File: src/rtl/psam_pkg.sv
package psam_pkg;
  typedef enum logic [1:0] {
    S_IDLE  = 2'd0,
    S_SHIFT = 2'd1,
    S_ADD   = 2'd2,
    S_DONE  = 2'd3
  } psam_state_t;
endpackage

File: src/rtl/psam_lead_one.sv
module psam_lead_one #(
  parameter int W  = 5,
  parameter int KW = $clog2(W)
) (
  input  logic [W-1:0]  m_i,
  output logic [KW-1:0] k_o,
  output logic [W-1:0]  r_o
);
  logic [KW-1:0] kk;

  always_comb begin
    kk = '0;
    for (int i = 0; i < W; i++) begin
      if (m_i[i]) kk = i[KW-1:0];
    end
  end

  assign k_o = kk;
  // clearing the leading one leaves m - 2^k
  assign r_o = (m_i == '0) ? '0 : (m_i ^ (W'(1) << kk));

  always_comb begin
    if (m_i != '0) begin
      a_r2_leading_bit: assert ((m_i >> k_o) == W'(1));
      a_r3_remainder_below: assert (r_o < (W'(1) << k_o));
    end
  end
endmodule

File: src/rtl/psam_step_counter.sv
module psam_step_counter #(
  parameter int CW = 5
) (
  input  logic          clk,
  input  logic          rst,
  input  logic          load_i,
  input  logic [CW-1:0] load_val_i,
  input  logic          dec_i,
  output logic [CW-1:0] value_o,
  output logic          last_o
);
  logic [CW-1:0] cnt_q;

  always_ff @(posedge clk) begin
    if (rst)         cnt_q <= '0;
    else if (load_i) cnt_q <= load_val_i;
    else if (dec_i)  cnt_q <= cnt_q - CW'(1);
  end

  assign value_o = cnt_q;
  assign last_o  = (cnt_q == CW'(1));

  a_r2_no_underflow: assert property (@(posedge clk) disable iff (rst)
    (dec_i && !load_i) |-> (cnt_q != '0));
endmodule

File: src/rtl/pow2_shift_add_mul.sv
module pow2_shift_add_mul
  import psam_pkg::*;
#(
  parameter int W = 5
) (
  input  logic             clk,
  input  logic             rst,
  input  logic             start_i,
  input  logic [W-1:0]     mcand_i,
  input  logic [W-1:0]     mplier_i,
  output logic [2*W-1:0]   product_o,
  output logic             done_o
);
  localparam int PW = 2 * W;
  localparam int KW = $clog2(W);

  psam_state_t   state_q, state_d;
  logic [W-1:0]  mcand_q, mplier_q, rem_q;
  logic [PW-1:0] acc_q, acc_shl, acc_sum, prod_q, prod_val;
  logic          prod_load, done_q;
  logic [KW-1:0] k_w;
  logic [W-1:0]  r_w;
  logic          cnt_load, cnt_dec, cnt_last;
  logic [W-1:0]  cnt_val, cnt_value;

  psam_lead_one #(.W(W), .KW(KW)) u_lead (
    .m_i(mplier_i), .k_o(k_w), .r_o(r_w)
  );

  psam_step_counter #(.CW(W)) u_cnt (
    .clk(clk), .rst(rst), .load_i(cnt_load), .load_val_i(cnt_val),
    .dec_i(cnt_dec), .value_o(cnt_value), .last_o(cnt_last)
  );

  assign acc_shl = {acc_q[PW-2:0], 1'b0};
  assign acc_sum = acc_q + PW'(mcand_q);

  always_comb begin
    state_d   = state_q;
    cnt_load  = 1'b0;
    cnt_val   = '0;
    cnt_dec   = 1'b0;
    prod_load = 1'b0;
    prod_val  = acc_q;
    unique case (state_q)
      S_IDLE: if (start_i) begin
        cnt_load = 1'b1;
        if (mplier_i == '0) begin
          state_d = S_DONE; prod_load = 1'b1; prod_val = '0;
        end else if (k_w != '0) begin
          state_d = S_SHIFT; cnt_val = W'(k_w);
        end else if (r_w != '0) begin
          state_d = S_ADD; cnt_val = r_w;
        end else begin
          state_d = S_DONE; prod_load = 1'b1; prod_val = PW'(mcand_i);
        end
      end
      S_SHIFT: begin
        cnt_dec = 1'b1;
        if (cnt_last) begin
          if (rem_q != '0) begin
            state_d = S_ADD; cnt_load = 1'b1; cnt_val = rem_q;
          end else begin
            state_d = S_DONE; prod_load = 1'b1; prod_val = acc_shl;
          end
        end
      end
      S_ADD: begin
        cnt_dec = 1'b1;
        if (cnt_last) begin
          state_d = S_DONE; prod_load = 1'b1; prod_val = acc_sum;
        end
      end
      S_DONE: state_d = S_IDLE;
      default: state_d = S_IDLE;
    endcase
  end

  always_ff @(posedge clk) begin
    if (rst) begin
      state_q  <= S_IDLE;
      mcand_q  <= '0;
      mplier_q <= '0;
      rem_q    <= '0;
      acc_q    <= '0;
      prod_q   <= '0;
      done_q   <= 1'b0;
    end else begin
      state_q <= state_d;
      done_q  <= (state_d == S_DONE);
      if (prod_load) prod_q <= prod_val;
      unique case (state_q)
        S_IDLE: if (start_i) begin
          mcand_q  <= mcand_i;
          mplier_q <= mplier_i;
          rem_q    <= r_w;
          acc_q    <= PW'(mcand_i);
        end
        S_SHIFT: acc_q <= acc_shl;
        S_ADD:   acc_q <= acc_sum;
        default: ;
      endcase
    end
  end

  assign product_o = prod_q;
  assign done_o    = done_q;

  a_r1_product_exact: assert property (@(posedge clk) disable iff (rst)
    done_o |-> (product_o == PW'(mcand_q) * PW'(mplier_q)));
  a_r5_done_single: assert property (@(posedge clk) disable iff (rst)
    done_o |=> !done_o);
  a_r7_product_hold: assert property (@(posedge clk) disable iff (rst)
    !$rose(done_o) |-> $stable(product_o));
  a_r6_operands_frozen: assert property (@(posedge clk) disable iff (rst)
    (state_q == S_SHIFT || state_q == S_ADD) |=> ($stable(mcand_q) && $stable(mplier_q)));
  a_r3_add_count_live: assert property (@(posedge clk) disable iff (rst)
    (state_q == S_ADD) |-> (cnt_value != '0));
endmodule

File: config.mk
export PLATFORM = sky130hd
export DESIGN_NAME = pow2_shift_add_mul
export DESIGN_NICKNAME = d
export VERILOG_FILES = /design/src/rtl/psam_pkg.sv /design/src/rtl/psam_lead_one.sv /design/src/rtl/psam_step_counter.sv /design/src/rtl/pow2_shift_add_mul.sv
export SDC_FILE = /design/constraint.sdc
export NUM_CORES = 1
export LEC_CHECK = 0
export ABC_CLOCK_PERIOD_IN_PS = 5100
export BUFFER_PORTS_ARGS = -buffer_cell sky130_fd_sc_hd__buf_2
export CORE_ASPECT_RATIO = 1.75
export CORE_UTILIZATION = 35
export DETAILED_ROUTE_END_ITERATION = 8
export PLACE_DENSITY = 0.62
export SYNTH_ARGS = -nofsm -noshare
export SYNTH_HDL_FRONTEND = slang
export SYNTH_SLANG_ARGS = --single-unit
File: constraint.sdc
create_clock -name clk -period 5.1 [get_ports clk]
set_input_delay 1.02 -clock clk [delete_from_list [all_inputs] [get_ports clk]]
set_output_delay 1.02 -clock clk [all_outputs]
set_load 0.05 [all_outputs]
==> flow_summary_export.csv, run 1 <==
group,metric,value,unit
setup_path,critPathMaxFanout,19,
setup_path,cp-start-kind,"input pin",
min_path,holdPathStages,2,
setup_path,path_buf_inv,1,
clocking,clk_latency,0.29,ns
layout,fin_area,2755,um2
min_path,worstHoldStart,"mcand_q[3]",
global_routing,track_usage,19.88,%
timing,rsz0062_at_grt,"no",
setup_path,slowest_stage,"nor4_2",
detailed_routing,ant_nets,0,
power_and_ir_drop,p_int,835.3,uW
yosys,synth.most_common_cell,"nand2_1",
yosys,postSynthAreaPerCell,7.786,um2
yosys,synth-main-ff-cell,"dfxtp_1",
timing,slew-limit-headroom,49.42,%
yosys,synthTopCellsByArea,"dfxtp_1, a21oi_1, ha_1",
timing,slew_viol_final,0,
floorplan,core,6807,um2
power_and_ir_drop,netSwitchingFraction,45.96,%
timing,tightestPinTransition,0.7583,ns
detailed_routing,via_count,2449,
power_and_ir_drop,combPwrFrac,48.9,%
floorplan,ioPinCount,24,
layout,nets,351,
global_routing,first_global_vias,2346,
layout,diodes,0,
clocking,ctsResizeCount,0,
power_and_ir_drop,netSwitchingPower,710.4,uW
layout,syn_to_final_growth,12.69,%
min_path,hold_class,"flip-flop to flip-flop",
setup_path,crit_required,5.24,ns
setup_path,slowest_delay,0.66,ns
floorplan,rows,40,
timing,finalSetupTns,0,ns
yosys,synth_common_cells,"nand2_1, dfxtp_1, a21oi_1, nor2_1, clkbuf_1",
power_and_ir_drop,p_seq_share,28.8,%
global_routing,grt_max_degree,41,
timing,setup-violations-final,0,
timing,period_minus_slack,2.799,ns
yosys,yosysWarningCount,0,
power_and_ir_drop,ir_drop,0.2381,mV
setup_path,reg2reg_to,"product_o[7]",
clocking,hold_buffers,0,
power_and_ir_drop,p_per_area,561.0,nW/um2
placement,routabilityCongestion,0.8250,
placement,port_buffers,23,
yosys,synth_top_area_share,31.12,%
detailed_routing,viasPerCell,5.973,
setup_path,r2r_cells,7,
timing,finalCritPeriodShare,54.89,%
detailed_routing,drtPass1Iterations,4,
placement,dp_hpwl,5.099,mm
floorplan,die_area,7337,um2
power_and_ir_drop,leakage,1.067,nW
setup_path,r2r-start,"state_q[0]",
setup_path,reg2reg_slack,2.36,ns
clocking,clk_pin_slew_worst_paths,0.06,ns
clocking,clockBufferDepth,2,
power_and_ir_drop,finalPower,1.546,mW
detailed_routing,wire_per_inst,16.92,um
yosys,synth_top_area_cell,"dfxtp_1",
yosys,syn-num-nets,340,
placement,pre_cts_ws,2.017,ns
yosys,synth_seq_area_share,31.12,%
setup_path,worstPathCellList,"buf_2 > nor4_2 > nand2_1 > a31oi_4 > o311a_1 > a211oi_2",
placement,placed_area,2589,um2
run_status,outcome,"completed",
yosys,ys_ff_latch,38,
yosys,synth.distinct_cells,59,
clocking,cts_tree,"done",
flow_run,maxCapViolCount,0,
layout,fin_cells,410,
clocking,ctsHtreeMaxLevel,2,
floorplan,die_w,65.18,um
timing,hold_viol,0,
clocking,clock_sinks,38,
min_path,min_to,"mcand_q[3]",
global_routing,grt_pass1_wl,11.34,mm
layout,drive_gt1_share,12.88,%
setup_path,path_class,"input pin to flip-flop",
setup_path,cp_data_arrival_time,2.94,ns
clocking,post_cts.repair.setup_buffers,0,
setup_path,worst_setup_path_end_kind,"flip-flop",
yosys,synthCells,314,
global_routing,antenna_found_initial,0,
detailed_routing,drt-initial-drc-count,93,
power_and_ir_drop,clkPwrFrac,22.3,%
placement,dp_cells,402,
clocking,clock-root-buffer,"clkbuf_16",
timing,fmax,357.2,MHz
detailed_routing,drc,0,
yosys,synth_edf_count,0,
floorplan,die_h,112.6,um
timing,skew,0.008512,ns
timing,fin_ws,2.301,ns
global_routing,grt_overflow,0,
timing,whs,0.4615,ns
floorplan,start_util,35.92,%
layout,utilization,40.48,%
clocking,cts_buffers,5,
setup_path,critical_path.top_delay_family,"simple AND/OR/NAND/NOR gates",
yosys,synthArstFlopShare,0,%
detailed_routing,wl,6.939,mm
yosys,synth_area,2445,um2
## cell usage in the layout (no fill, tap or decap), types with 2 or more instances in the layout
master and n:
nand2_1 39, dfxtp_1 38, a21oi_1 35, nor2_1 26, buf_2 23, nand3_1 14
o21ai_0 13, ha_1 12, inv_1 10, nor3_1 9, a221oi_1 8, a211oi_1 7
nor4_1 6, a21o_1 5, a31oi_1 5, xor2_1 5, a311oi_1 5, clkbuf_16 5
a211o_1 3, and2_1 3, nand2b_1 3, nand4_1 3, o21bai_1 3, clkbuf_8 3
o211ai_1 2, o311ai_0 2, or4_1 2, and3_1 2, a31o_2 2, a2111oi_0 2
o22ai_1 2, a22oi_1 2
## cell families (layout without fill, tap and decap cells)
family	after synthesis	after routing	synth area share [%]
AO/OA/AOI/OAI	110	110	30.86
XOR/XNOR	6	6	2.149
adder cells (fa/ha/maj)	13	13	6.960
buffers and inverters	29	41	4.657
flip-flops	38	38	31.12
multiplexers	1	1	0.4606
AND/OR/NAND/NOR	117	117	23.80
## layout make-up
cell class / count / area, um2
Fill cell: 738 / 4051
Sequential cell: 38 / 760.7
Multi-Input combinational cell: 247 / 1570
Clock buffer: 8 / 166.4
Tap cell: 84 / 105.1
Timing Repair Buffer: 23 / 115.1
Inverter: 10 / 37.54
## flip-flops by register name, summed over array words and instances (netlist names)
signal,cells
u_cnt.value_o,5
acc_q,10
state_q,2
rem_q,5
product_o,10
mcand_q,5
done_o,1
## how the worst max path moves through the flow
stage | to | depth (start not counted) | startpoint
floorplan | product_o[7] | 6 | mplier_i[4]
global placement | product_o[7] | 6 | mplier_i[4]
detailed placement | product_o[7] | 6 | mplier_i[4]
CTS | product_o[7] | 6 | mplier_i[4]
global route | product_o[0] | 6 | mplier_i[4]
finish | product_o[7] | 6 | mplier_i[4]
## worst min-delay path: cells and delay by family (launching register included)
family,cells,cell delay [ns]
AOI/OAI and AO/OA,1,0.05
DFF,1,0.31
and+or+nand+nor,1,0.05
## routing by layer
metal  vias up  part of all wire, %  wire length, um  global-route usage [%]
met3        13                  3.9              269                   2.541
li1       1202                    -                -                       -
met1      1165                   40             2795                   22.07
met2        69                   54             3715                   36.22
met4         0                  2.3              158                   8.986
met5         -                    0                0                       0
## power groups by stage
stage / logic (mW) / registers, mW / clock network [mW]
after detailed placement: 0.746 / 0.451 / 0
after global placement: 0.742 / 0.450 / 0
final: 0.756 / 0.445 / 0.345
after CTS: 0.752 / 0.445 / 0.352
after global routing: 0.831 / 0.456 / 0.362
after floorplan: 0.518 / 0.497 / 0
No activity file was read; power rests on OpenSTA's default activity.
==> run 2, diff against run 1 <==
--- a/config.mk
+++ b/config.mk
@@ -5,12 +5,13 @@
 export SDC_FILE = /design/constraint.sdc
 export NUM_CORES = 1
 export LEC_CHECK = 0
-export ABC_CLOCK_PERIOD_IN_PS = 5100
+export ABC_AREA = 1
+export ABC_CLOCK_PERIOD_IN_PS = 2450
 export BUFFER_PORTS_ARGS = -buffer_cell sky130_fd_sc_hd__buf_2
 export CORE_ASPECT_RATIO = 1.75
 export CORE_UTILIZATION = 35
 export DETAILED_ROUTE_END_ITERATION = 8
-export PLACE_DENSITY = 0.62
+export PLACE_DENSITY = 0.63
 export SYNTH_ARGS = -nofsm -noshare
 export SYNTH_HDL_FRONTEND = slang
 export SYNTH_SLANG_ARGS = --single-unit
==> constraint.sdc (replaced) <==
create_clock -name clk -period 2.45 [get_ports clk]
set_input_delay 0.49 -clock clk [delete_from_list [all_inputs] [get_ports clk]]
set_output_delay 0.49 -clock clk [all_outputs]
set_load 0.05 [all_outputs]
==> run 2 against run 1 <==
  * Sequential power up 60%
  * Via count increased by 19%
  * Non-clock buffer count rose by 5
  * Clock skew decreased by 0.0037 ns
  * Routed wire length is 22% higher
  * Critical path type is now flip-flop to flip-flop
  * Critical path depth rose by 5
==> flow_summary_export.csv, run 2 <==
group,metric,value,unit
run_status,outcome,"completed",
floorplan,ioPinCount,24,
power_and_ir_drop,netSwitchingPower,628.5,uW
yosys,synth.distinct_cells,42,
detailed_routing,ant_nets,0,
placement,routabilityCongestion,0.9612,
global_routing,grt_overflow,0,
timing,hold_viol,0,
floorplan,core,7567,um2
layout,drive_gt1_share,13.10,%
floorplan,die_h,119.1,um
clocking,ctsResizeCount,0,
yosys,yosysWarningCount,0,
setup_path,cp-start-kind,"flip-flop",
setup_path,worst_setup_path_end_kind,"flip-flop",
floorplan,rows,42,
timing,rsz0062_at_grt,"no",
global_routing,grtUsageMet3,3.065,%
yosys,synth_edf_count,0,
power_and_ir_drop,p_per_area,593.1,nW/um2
global_routing,grt_busiest_layer,"met2",
clocking,cts_tree,"done",
setup_path,critPathMaxFanout,13,
clocking,ctsHtreeMaxLevel,2,
timing,skew,0.004837,ns
layout,syn_to_final_growth,11.69,%
setup_path,critical_path.top_delay_family,"simple AND/OR/NAND/NOR gates",
yosys,syn-num-nets,463,
clocking,clockBufferDepth,2,
layout,mostFrequentLayoutCell,"nand2_1",
detailed_routing,wire_per_inst,15.54,um
clocking,clk_pin_slew_worst_paths,0.06,ns
power_and_ir_drop,p_seq_share,39.2,%
layout,final_cell_mix,"nand2_1, inv_1, nor2_1",
layout,nets,483,
floorplan,die_area,8201,um2
clocking,cts_buffers,5,
global_routing,track_usage,22.86,%
global_routing,use_met1,23.15,%
setup_path,crit_required,2.63,ns
setup_path,slowest_stage,"ha_1",
timing,fmax,467.9,MHz
setup_path,cp_data_arrival_time,2.32,ns
layout,fin_area,3060,um2
power_and_ir_drop,netSwitchingFraction,34.63,%
placement,dp_hpwl,6.521,mm
power_and_ir_drop,clkPwrFrac,36.0,%
timing,finalSetupTns,0,ns
detailed_routing,via_count,2904,
layout,utilization,40.44,%
setup_path,slowest_delay,0.54,ns
layout,seq_area,760.7,um2
yosys,postSynthAreaPerCell,6.270,um2
clocking,clock-root-buffer,"clkbuf_16",
global_routing,grt_pass1_wl,13.74,mm
global_routing,antenna_found_initial,0,
floorplan,die_w,68.89,um
clocking,post_cts.repair.setup_buffers,0,
detailed_routing,drt-initial-drc-count,190,
yosys,synth_seq_area_share,27.76,%
layout,multi_input_area,1685,um2
yosys,synthArstFlopShare,0,%
setup_path,path_class,"flip-flop to flip-flop",
placement,placed_area,2918,um2
yosys,synth.most_common_cell,"nand2_1",
timing,slew_viol_final,0,
detailed_routing,drc,0,
timing,finalCritPeriodShare,87.24,%
detailed_routing,wl,8.486,mm
min_path,hold_class,"flip-flop to flip-flop",
yosys,synth-main-ff-cell,"dfxtp_1",
setup_path,worstPathCellList,"inv_1 > ha_1 > inv_2 > nor2_8 > nand2_2 > nand3_4 > nand2_4 > inv_4 > nand2_1 > nor2_1 > nor2_1",
global_routing,grt_max_degree,22,
yosys,synthCells,437,
clocking,clock_sinks,38,
yosys,synth_area,2740,um2
yosys,synthTopCellsByArea,"dfxtp_1, nand2_1, nand3_1",
timing,tightestPinTransition,0.5764,ns
clocking,clk_latency,0.29,ns
yosys,synth_top_area_cell,"dfxtp_1",
power_and_ir_drop,leakage,1.495,nW
layout,diodes,0,
detailed_routing,viasPerCell,5.319,
power_and_ir_drop,p_int,1.187,mW
detailed_routing,drtPass1Iterations,5,
timing,period_minus_slack,2.137,ns
global_routing,use_met2,39.44,%
floorplan,start_util,36.21,%
power_and_ir_drop,ir_drop,0.4424,mV
timing,setup-violations-final,0,
power_and_ir_drop,finalPower,1.815,mW
setup_path,path_buf_inv,3,
yosys,synth_top_area_share,27.76,%
clocking,hold_buffers,0,
global_routing,first_global_vias,2814,
timing,slew-limit-headroom,61.57,%
power_and_ir_drop,combPwrFrac,24.8,%
yosys,ys_ff_latch,38,
setup_path,crit_top_cell,"nor2_1",
layout,n_fill_cell,843,
yosys,synth_common_cells,"nand2_1, inv_1, nor2_1, dfxtp_1, nand3_1",
flow_run,maxCapViolCount,0,
placement,port_buffers,23,
run 2: cell types whose count changed in the layout (fill, tap and decap cells not counted), moves of 5 or more:
cell      before  now
nand2_1       39  115
inv_1         10   50
nand3_1       14   38
nor2_1        26   47
o21ai_0       13   31
a221oi_1       8    0
a21oi_1       35   28
nand2_2        0    6
nor4_1         6    0
a211oi_1       7    2
a21o_1         5    0
a311oi_1       5    0
buf_4          0    5
nor3_1         9    4
run 2: final timing paths:
check | startpoint | end | slack, ns | cells past startpoint
hold reg to reg | u_cnt.value_o[1] | u_cnt.value_o[1] | 0.46 | 2
setup / recovery | state_q[1] | product_o[0] | 0.31 | 11
hold / removal | u_cnt.value_o[1] | u_cnt.value_o[1] | 0.46 | 2
setup reg to reg | state_q[1] | product_o[0] | 0.31 | 11
run 2: metal layers:
layer | routed length (um) | part of all wire, %
met2 | 4454 | 52
met4 | 608 | 7.2
met5 | 0 | 0
met3 | 360 | 4.2
met1 | 3062 | 36
run 2: cell families (layout without fill, tap and decap cells):
| family | count (synthesis) | count (layout) | share of synthesized area, % |
|---|---|---|---|
| and+or+nand+nor | 232 | 232 | 38.08 |
| AOI/OAI and AO/OA | 81 | 81 | 16.26 |
| buffers and inverters | 70 | 91 | 10.73 |
| DFF | 38 | 38 | 27.76 |
| adders and majority gates | 13 | 13 | 6.210 |
| xor gates and xnor gates | 3 | 3 | 0.9591 |
run 2: worst register-to-register path, delay by kind of cell, from the launching register on:
| family | cells | cell delay (ns) |
|---|---|---|
| fa+ha+maj | 1 | 0.54 |
| buf+inv | 3 | 0.42 |
| flops | 1 | 0.35 |
| simple gates | 7 | 0.73 |
run 2: final cells by class:
cell class                      count  share of cell area (%)
Inverter                           55                   6.827
Timing Repair Buffer               28                   4.988
Sequential cell                    38                   24.86
Tap cell                           88                   3.598
Clock buffer                        6                   4.211
Clock inverter                      2                  0.4497
Multi-Input combinational cell    329                   55.07
run 2: power groups by stage:
stage / Clock, mW / Combinational (mW) / Sequential (mW)
after CTS: 0.658 / 0.447 / 0.711
final: 0.654 / 0.450 / 0.712
after global placement: 0 / 0.441 / 0.724
after global routing: 0.686 / 0.500 / 0.718
after detailed placement: 0 / 0.444 / 0.725
after floorplan: 0 / 0.311 / 0.735
run 2: through the flow:
| step | worst slack, ns | cells | hold WS (ns) |
|---|---|---|---|
| 6_report | 0.3126 | 546 | 0.4627 |
| 5_1_grt | 0.1698 | 546 | 0.4753 |
| 4_1_cts | 0.3571 | 546 | 0.4673 |
| 3_5_place_dp | 0.3847 | 538 | 0.4581 |
| 3_3_place_gp | 0.3844 | 538 | 0.4557 |
| 2_1_floorplan | 0.7980 | 437 | 0.4334 |
